<file path="src/rtl/wdog_two_stage.sv">
module wdog_two_stage #(
  parameter int BASE_LOG2  = 17,
  parameter int STEP_LOG2  = 3,
  parameter int GRACE_CLKS = 512
) (
  input  logic       clk,
  input  logic       rst_n,
  input  logic       tick,
  input  logic [1:0] ival_sel,
  input  logic       rst_en_we,
  input  logic       rst_en_wdata,
  input  logic       irq_en,
  input  logic       restart,
  input  logic       tmo_clr,
  input  logic       cause_clr,
  output logic       wd_rst,
  output logic       irq,
  output logic       tmo_flag,
  output logic       cause_flag,
  output logic       rst_en_o
);
  localparam int CNT_W = BASE_LOG2 + 3 * STEP_LOG2;
  localparam int GW    = $clog2(GRACE_CLKS);

  logic [CNT_W-1:0] cnt;
  logic [CNT_W:0]   lim;
  logic [7:0]       sh;
  logic [GW-1:0]    gcnt;
  logic             pend, rst_en_q, fire, tmo_evt, hit;

  assign sh      = 8'(BASE_LOG2) + 8'(STEP_LOG2) * {6'd0, ival_sel};
  assign lim     = {{CNT_W{1'b0}}, 1'b1} << sh;
  assign hit     = ({1'b0, cnt} >= lim - 1'b1);
  assign fire    = pend & rst_en_q & ~restart & (gcnt == GW'(GRACE_CLKS - 1));
  assign tmo_evt = tick & hit & ~restart & ~fire;
  assign irq     = tmo_flag & irq_en;
  assign rst_en_o = rst_en_q;

  always_ff @(posedge clk or negedge rst_n)
    if (!rst_n)            cnt <= '0;
    else if (restart | fire) cnt <= '0;
    else if (tick)         cnt <= hit ? '0 : cnt + 1'b1;

  always_ff @(posedge clk or negedge rst_n)
    if (!rst_n) begin
      pend <= 1'b0;
      gcnt <= '0;
    end else if (restart | fire | ~rst_en_q) begin
      pend <= 1'b0;
      gcnt <= '0;
    end else if (tmo_evt & ~pend) begin
      pend <= 1'b1;
      gcnt <= '0;
    end else if (pend) begin
      gcnt <= gcnt + 1'b1;
    end

  always_ff @(posedge clk or negedge rst_n)
    if (!rst_n)         rst_en_q <= 1'b0;
    else if (rst_en_we) rst_en_q <= rst_en_wdata;

  always_ff @(posedge clk or negedge rst_n)
    if (!rst_n)       tmo_flag <= 1'b0;
    else if (fire)    tmo_flag <= 1'b0;
    else if (tmo_evt) tmo_flag <= 1'b1;
    else if (tmo_clr) tmo_flag <= 1'b0;

  always_ff @(posedge clk or negedge rst_n)
    if (!rst_n)         cause_flag <= 1'b0;
    else if (fire)      cause_flag <= 1'b1;
    else if (cause_clr) cause_flag <= 1'b0;

  always_ff @(posedge clk or negedge rst_n)
    if (!rst_n) wd_rst <= 1'b0;
    else        wd_rst <= fire;
endmodule

</file>
<file path="config.mk">
export PLATFORM = sky130hd
export DESIGN_NAME = wdog_two_stage
export DESIGN_NICKNAME = d
export VERILOG_FILES = /design/src/rtl/wdog_two_stage.sv
export SDC_FILE = /design/constraint.sdc
export NUM_CORES = 1
export LEC_CHECK = 0
export ABC_AREA = 1
export BUFFER_PORTS_ARGS = -buffer_cell sky130_fd_sc_hd__buf_2
export CAP_MARGIN = 20
export CORE_ASPECT_RATIO = 1.5
export CORE_MARGIN = 1
export CORE_UTILIZATION = 61
export CTS_BUF_LIST = sky130_fd_sc_hd__clkbuf_16
export DETAILED_ROUTE_END_ITERATION = 10
export PLACE_DENSITY = 0.8
export SETUP_SLACK_MARGIN = 0.3
export SYNTH_ARGS = -nofsm -noshare
export SYNTH_HDL_FRONTEND = slang
export SYNTH_SLANG_ARGS = --single-unit
</file>
<file path="constraint.sdc">
create_clock -name clk -period 2.8 [get_ports clk]
set_input_delay 0.56 -clock clk [delete_from_list [all_inputs] [get_ports clk]]
set_output_delay 0.56 -clock clk [all_outputs]
set_load 0.05 [all_outputs]
</file>
Word-level counts from Yosys, hierarchy flattened
Index checks and enable logic that the tools add are counted.
Word-level totals
  flip-flop bits (word level): 40
  word-level logic and storage cells: 47
Cells by class
  add/subtract/negate cells: 4
  $mul: 1
  magnitude comparators: 1
  equality and inequality tests: 1
  shift-type cells: 1
  muxes and demuxes: 13
  bitwise logic cells: 14
  reduce and logical (&&, ||, !) cells: 5
Operator list (count)
  $mux 26: 3
  $ge 26x27->1: 1
  $mux 9: 3
  $shl 1x6->27 const A: 1
  $sub 27x1->27 const B: 1
  $add 26x1->26 const B: 1
  $add 9x1->9 const B: 1
  $eq 9x9->1 const B: 1
  $and 1x1->1: 8
  $mux 1: 7
  $add 5x4->6 const A: 1
  $reduce_bool 2->1: 3
  $reduce_bool 3->1: 2
  $mul 2x2->4 const A: 1
  $not 1->1: 4
  $or 1x1->1: 2

Depth between registers and ports, before layout
  depth in word-level cells: 11
  mapped depth: 17
  gate-level depth less buffers: 16

Worst setup path before layout
OpenSTA, ideal clock, no wires.
  path type: input-to-reg
  from: input ival_sel[1]
  to: register cnt[22]
  setup time: 0.065 ns
  data arrival time: 2.339 ns
  data required time: 2.735 ns
  setup slack: 0.396 ns
  cell stages on the path: 17
  cell sequence: inv_1 > ha_1 > nand3_1 > xor2_1 > ha_1 > nand2_1 > inv_1 > nand2_1 > nor2_1 > nand2_1 > nand2_1 > nor2_2 > nand2_4 > nor2_4 > buf_6 > nand3b_1 > nand2_1
On the way
  longest elaborated chain between the ends: 8
RTL lines
  start, declared: RTL line 9  | input logic [1:0] ival_sel,
  $mul 2x2->4: RTL line 31  | assign sh = 8'(BASE_LOG2) + 8'(STEP_LOG2) * {6'd0, ival_sel};
  $add 5x4->6: RTL line 31
  $shl 1x6->27: RTL line 32  | assign lim = {{CNT_W{1'b0}}, 1'b1} << sh;
  $sub 27x1->27: RTL line 33  | assign hit = ({1'b0, cnt} >= lim - 1'b1);
  $ge 26x27->1: RTL line 33
  $mux 26 (2 in a row): RTL line 42  | else if (tick) cnt <= hit ? '0 : cnt + 1'b1;
  $mux 26: RTL line 41  | else if (restart | fire) cnt <= '0;
  end signal, assigned: RTL line 42
  end, declared: RTL line 25  | logic [CNT_W-1:0] cnt;
No other way between the ends. The select of a mux whose other input is x is not followed.
A chain may end at the register's enable or synchronous reset.

Worst setup path in the final report
  from: input ival_sel[0]
  to: register cnt[17]
The elaborated chain is that of the path after synthesis.

==> impl_metrics.csv <==
group,metric,value,unit
cts,cts_buffers,5,
setup_path,cp_cell_sequence,"buf_8, inv_4, ha_4, nand3_2, xor2_1, ha_1, nand2_2, inv_2, nand2_2, nor2_2, nand2_1, nor2_2, nor2_2, nand2_4, nor2_4, buf_12, buf_4, nand3_1, nand2_1",
run,maxCapViolCount,0,
setup_path,worst-r2r-setup-slack,0.42,ns
placement,post-dp-hpwl,4530,um
setup_path,critical_path.endpoint,"cnt[17]",
cts,cts.path.max_buffers,2,
die,die_h,84.7,um
cts,htreeDepth,2,
synthesis,synth_area,2780,sq um
cells_and_area,num_antenna_cells,0,
synthesis,synth_cell_types,27,
run_status,status,"completed",
power_and_ir_drop,p_leak,1.55,nW
synthesis,yosys_warnings,0,
cts,cts_tree,"built",
die,ios,16,
routing,wl_per_cell,13.8,um
global_routing,antenna_found_initial,0,
timing,setup_viol,0,
setup_path,endpoint_kind,"register",
timing,tightest_slew,0.876,ns
synthesis,yosys-top-cells-area,"dfrtp_1, nand2_1, ha_1",
synthesis,yosys.area.top_type,"dfrtp_1",
cells_and_area,fillers,323,
synthesis,ys_seq_area_share,36.0,%
power_and_ir_drop,ir_drop,0.418,mV
global_routing,track_usage,27.3,%
global_routing,grt_pass1_wl,10200,um
timing,grt_setup_unrepaired,"true",
routing,initialDrtViolationCount,107,
routing,drt-total-wl,6240,um
power_and_ir_drop,p_per_area,418,nW/um^2
die,num_rows,29,
setup_path,cp_max_fo,7,
global_routing,grt_util_met2,51.3,%
setup_path,crit_path_start,"ival_sel[0]",
die,start_util,64.4,%
routing,viasPerCell,5.36,
timing,fin_tns_setup,0,ns
placement,numPortBuffers,15,
setup_path,cp_top_family,"simple AND/OR/NAND/NOR gates",
timing,hold_violations,0,
setup_path,cp_slowest_cell,"ha_1",
timing,period_share,85.6,%
routing,drt.antenna.violating_nets,0,
timing,slew_headroom,41.6,%
setup_path,worst_setup_path_start_kind,"input port",
cells_and_area,final_area,3300,sq um
routing,drc,0,
synthesis,async_flop_share,100,%
setup_path,reg2reg_from,"gcnt[0]",
die,core_area,4320,sq um
setup_path,crit_type,"input port to register",
setup_path,cp_slowest_stage_delay,0.30,ns
die,dieArea,4840,sq um
setup_path,critical_path_arrival,2.62,ns
timing,slew_viol_final,0,
cts,cts-root-buf,"clkbuf_16",
placement,place.gp.congestion,0.898,
routing,via_count,2434,
routing,firstDrtPassIters,4,
timing,fmax,417,MHz
synthesis,synth_edf_count,0,
global_routing,use_met3,3.54,%
cts,clkSinkCount,40,
setup_path,worstRegToRegCells,15,
timing,fin_crit,2.40,ns
synthesis,synth.most_common_cell,"nand2_1",
synthesis,synth_ff_type,"dfrtp_1",
cells_and_area,nets,437,
setup_path,crit_buf_inv,5,
synthesis,syn_nets,406,
placement,place_area,2890,sq um
setup_path,cp_common_cell,"nor2_2",
global_routing,gr-usage-met1,29.3,%
setup_path,cp_num_cells,19,
synthesis,netlist_instances,376,
cells_and_area,area_delta_synth_final,18.6,%
timing,skew,0.00462,ns
setup_path,worst_ep_required_time,3.03,ns
global_routing,grt-busiest-layer,"met2",
global_routing,grt_max_degree,41,
synthesis,netlist_top_cells_count,"nand2_1, inv_1, nor2_1",
die,die-width,57.1,um
setup_path,r2r_end,"cnt[5]",
global_routing,grt_overflow,0,
cts,clkLatencyLatePin,0.29,ns
cells_and_area,drive_gt1_share,22.3,%
cts,clkTransAtPathRegs,0.06,ns
synthesis,synth_top_area_share,36.0,%
synthesis,ys_seq_elements,40,
synthesis,syn_avg_cell_area,7.40,sq um
hold_path,hp-class,"input port to async pin",
global_routing,grt_pass1_vias,2423,
## per-stage QoR
stage | std cells | power (mW) | hold slack (ns) | setup slack (ns) | utilization, %
2_1_floorplan | 376 | 0.659 | 0.264 | 0.396 | -
3_3_place_gp | 435 | 0.688 | 0.490 | 0.137 | 67.0
3_5_place_dp | 435 | 0.690 | 0.506 | 0.0376 | 67.0
4_1_cts | 443 | 1.35 | 0.426 | 0.309 | 70.9
5_1_grt | 454 | 1.41 | 0.466 | 0.256 | 76.4
6_report | 454 | 1.38 | 0.394 | 0.404 | 76.4
## per-layer routing
metal	vias to the layer above	routed length, um	share of wire, %
li1	1240	-	-
met1	1122	2390	38
met2	49	3390	54
met3	23	194	3.1
met4	0	265	4.2
met5	-	0	0
## cell type report
| type | count | area, sq um | area share, % |
|---|---|---|---|
| multi-input combinational | 284 | 1640 | 49.6 |
| sequential | 40 | 1000 | 30.3 |
| timing repair buffer | 29 | 245 | 7.43 |
| inverter | 47 | 188 | 5.69 |
| clock buffer | 5 | 125 | 3.79 |
| tap | 46 | 57.6 | 1.74 |
| clock inverter | 3 | 46.3 | 1.40 |
## state kept, by name, indices dropped and copies added (netlist names)
signal	flops
cause_flag	1
wd_rst	1
tmo_flag	1
rst_en_o	1
cnt	26
gcnt	9
pend	1
## worst min path at each step
stage                    from    endpoint  slack (ns)  cells past startpoint
finish                  rst_n      cnt[9]        0.39                      1
global placement      gcnt[8]     gcnt[8]        0.49                      2
detailed placement     cnt[1]      cnt[1]        0.51                      2
CTS                     rst_n      cnt[5]        0.43                      1
global route        cause_clr  cause_flag        0.47                      2
floorplan               rst_n  cause_flag        0.26                      0
## timing repair
item / in CTS / in global routing
setup endpoints to repair: 0 / 35
hold buffers: 0 / 0
buffers inserted: 0 / 11
gates resized for setup: 0 / 39
## placed cells by master (no fill, tap or decap), types with 4 or more instances in the layout
master	n
xnor2_1	6
nand3_1	34
nor2_4	7
a21oi_1	4
buf_4	9
clkbuf_16	5
nor3_1	9
inv_2	6
nand3b_1	5
xor2_1	16
nand2_1	108
buf_2	13
o21ai_0	5
dfrtp_1	40
nand4_1	5
ha_1	16
nor2_2	24
inv_1	38
nand2_2	4
nor2_1	30
## logic make-up after synthesis
| family | share of synthesized area, % |
|---|---|
| compound gates | 2.20 |
| buf+inv | 7.96 |
| fa+ha+maj | 8.55 |
| xor+xnor | 6.93 |
| flops | 36.0 |
| simple gates | 38.4 |
## power by group
group	internal, mW	switching [mW]
logic	0.0507	0.0790
clock network	0.423	0.238
registers	0.582	0.00552
Power figures use the tool's default switching activity.
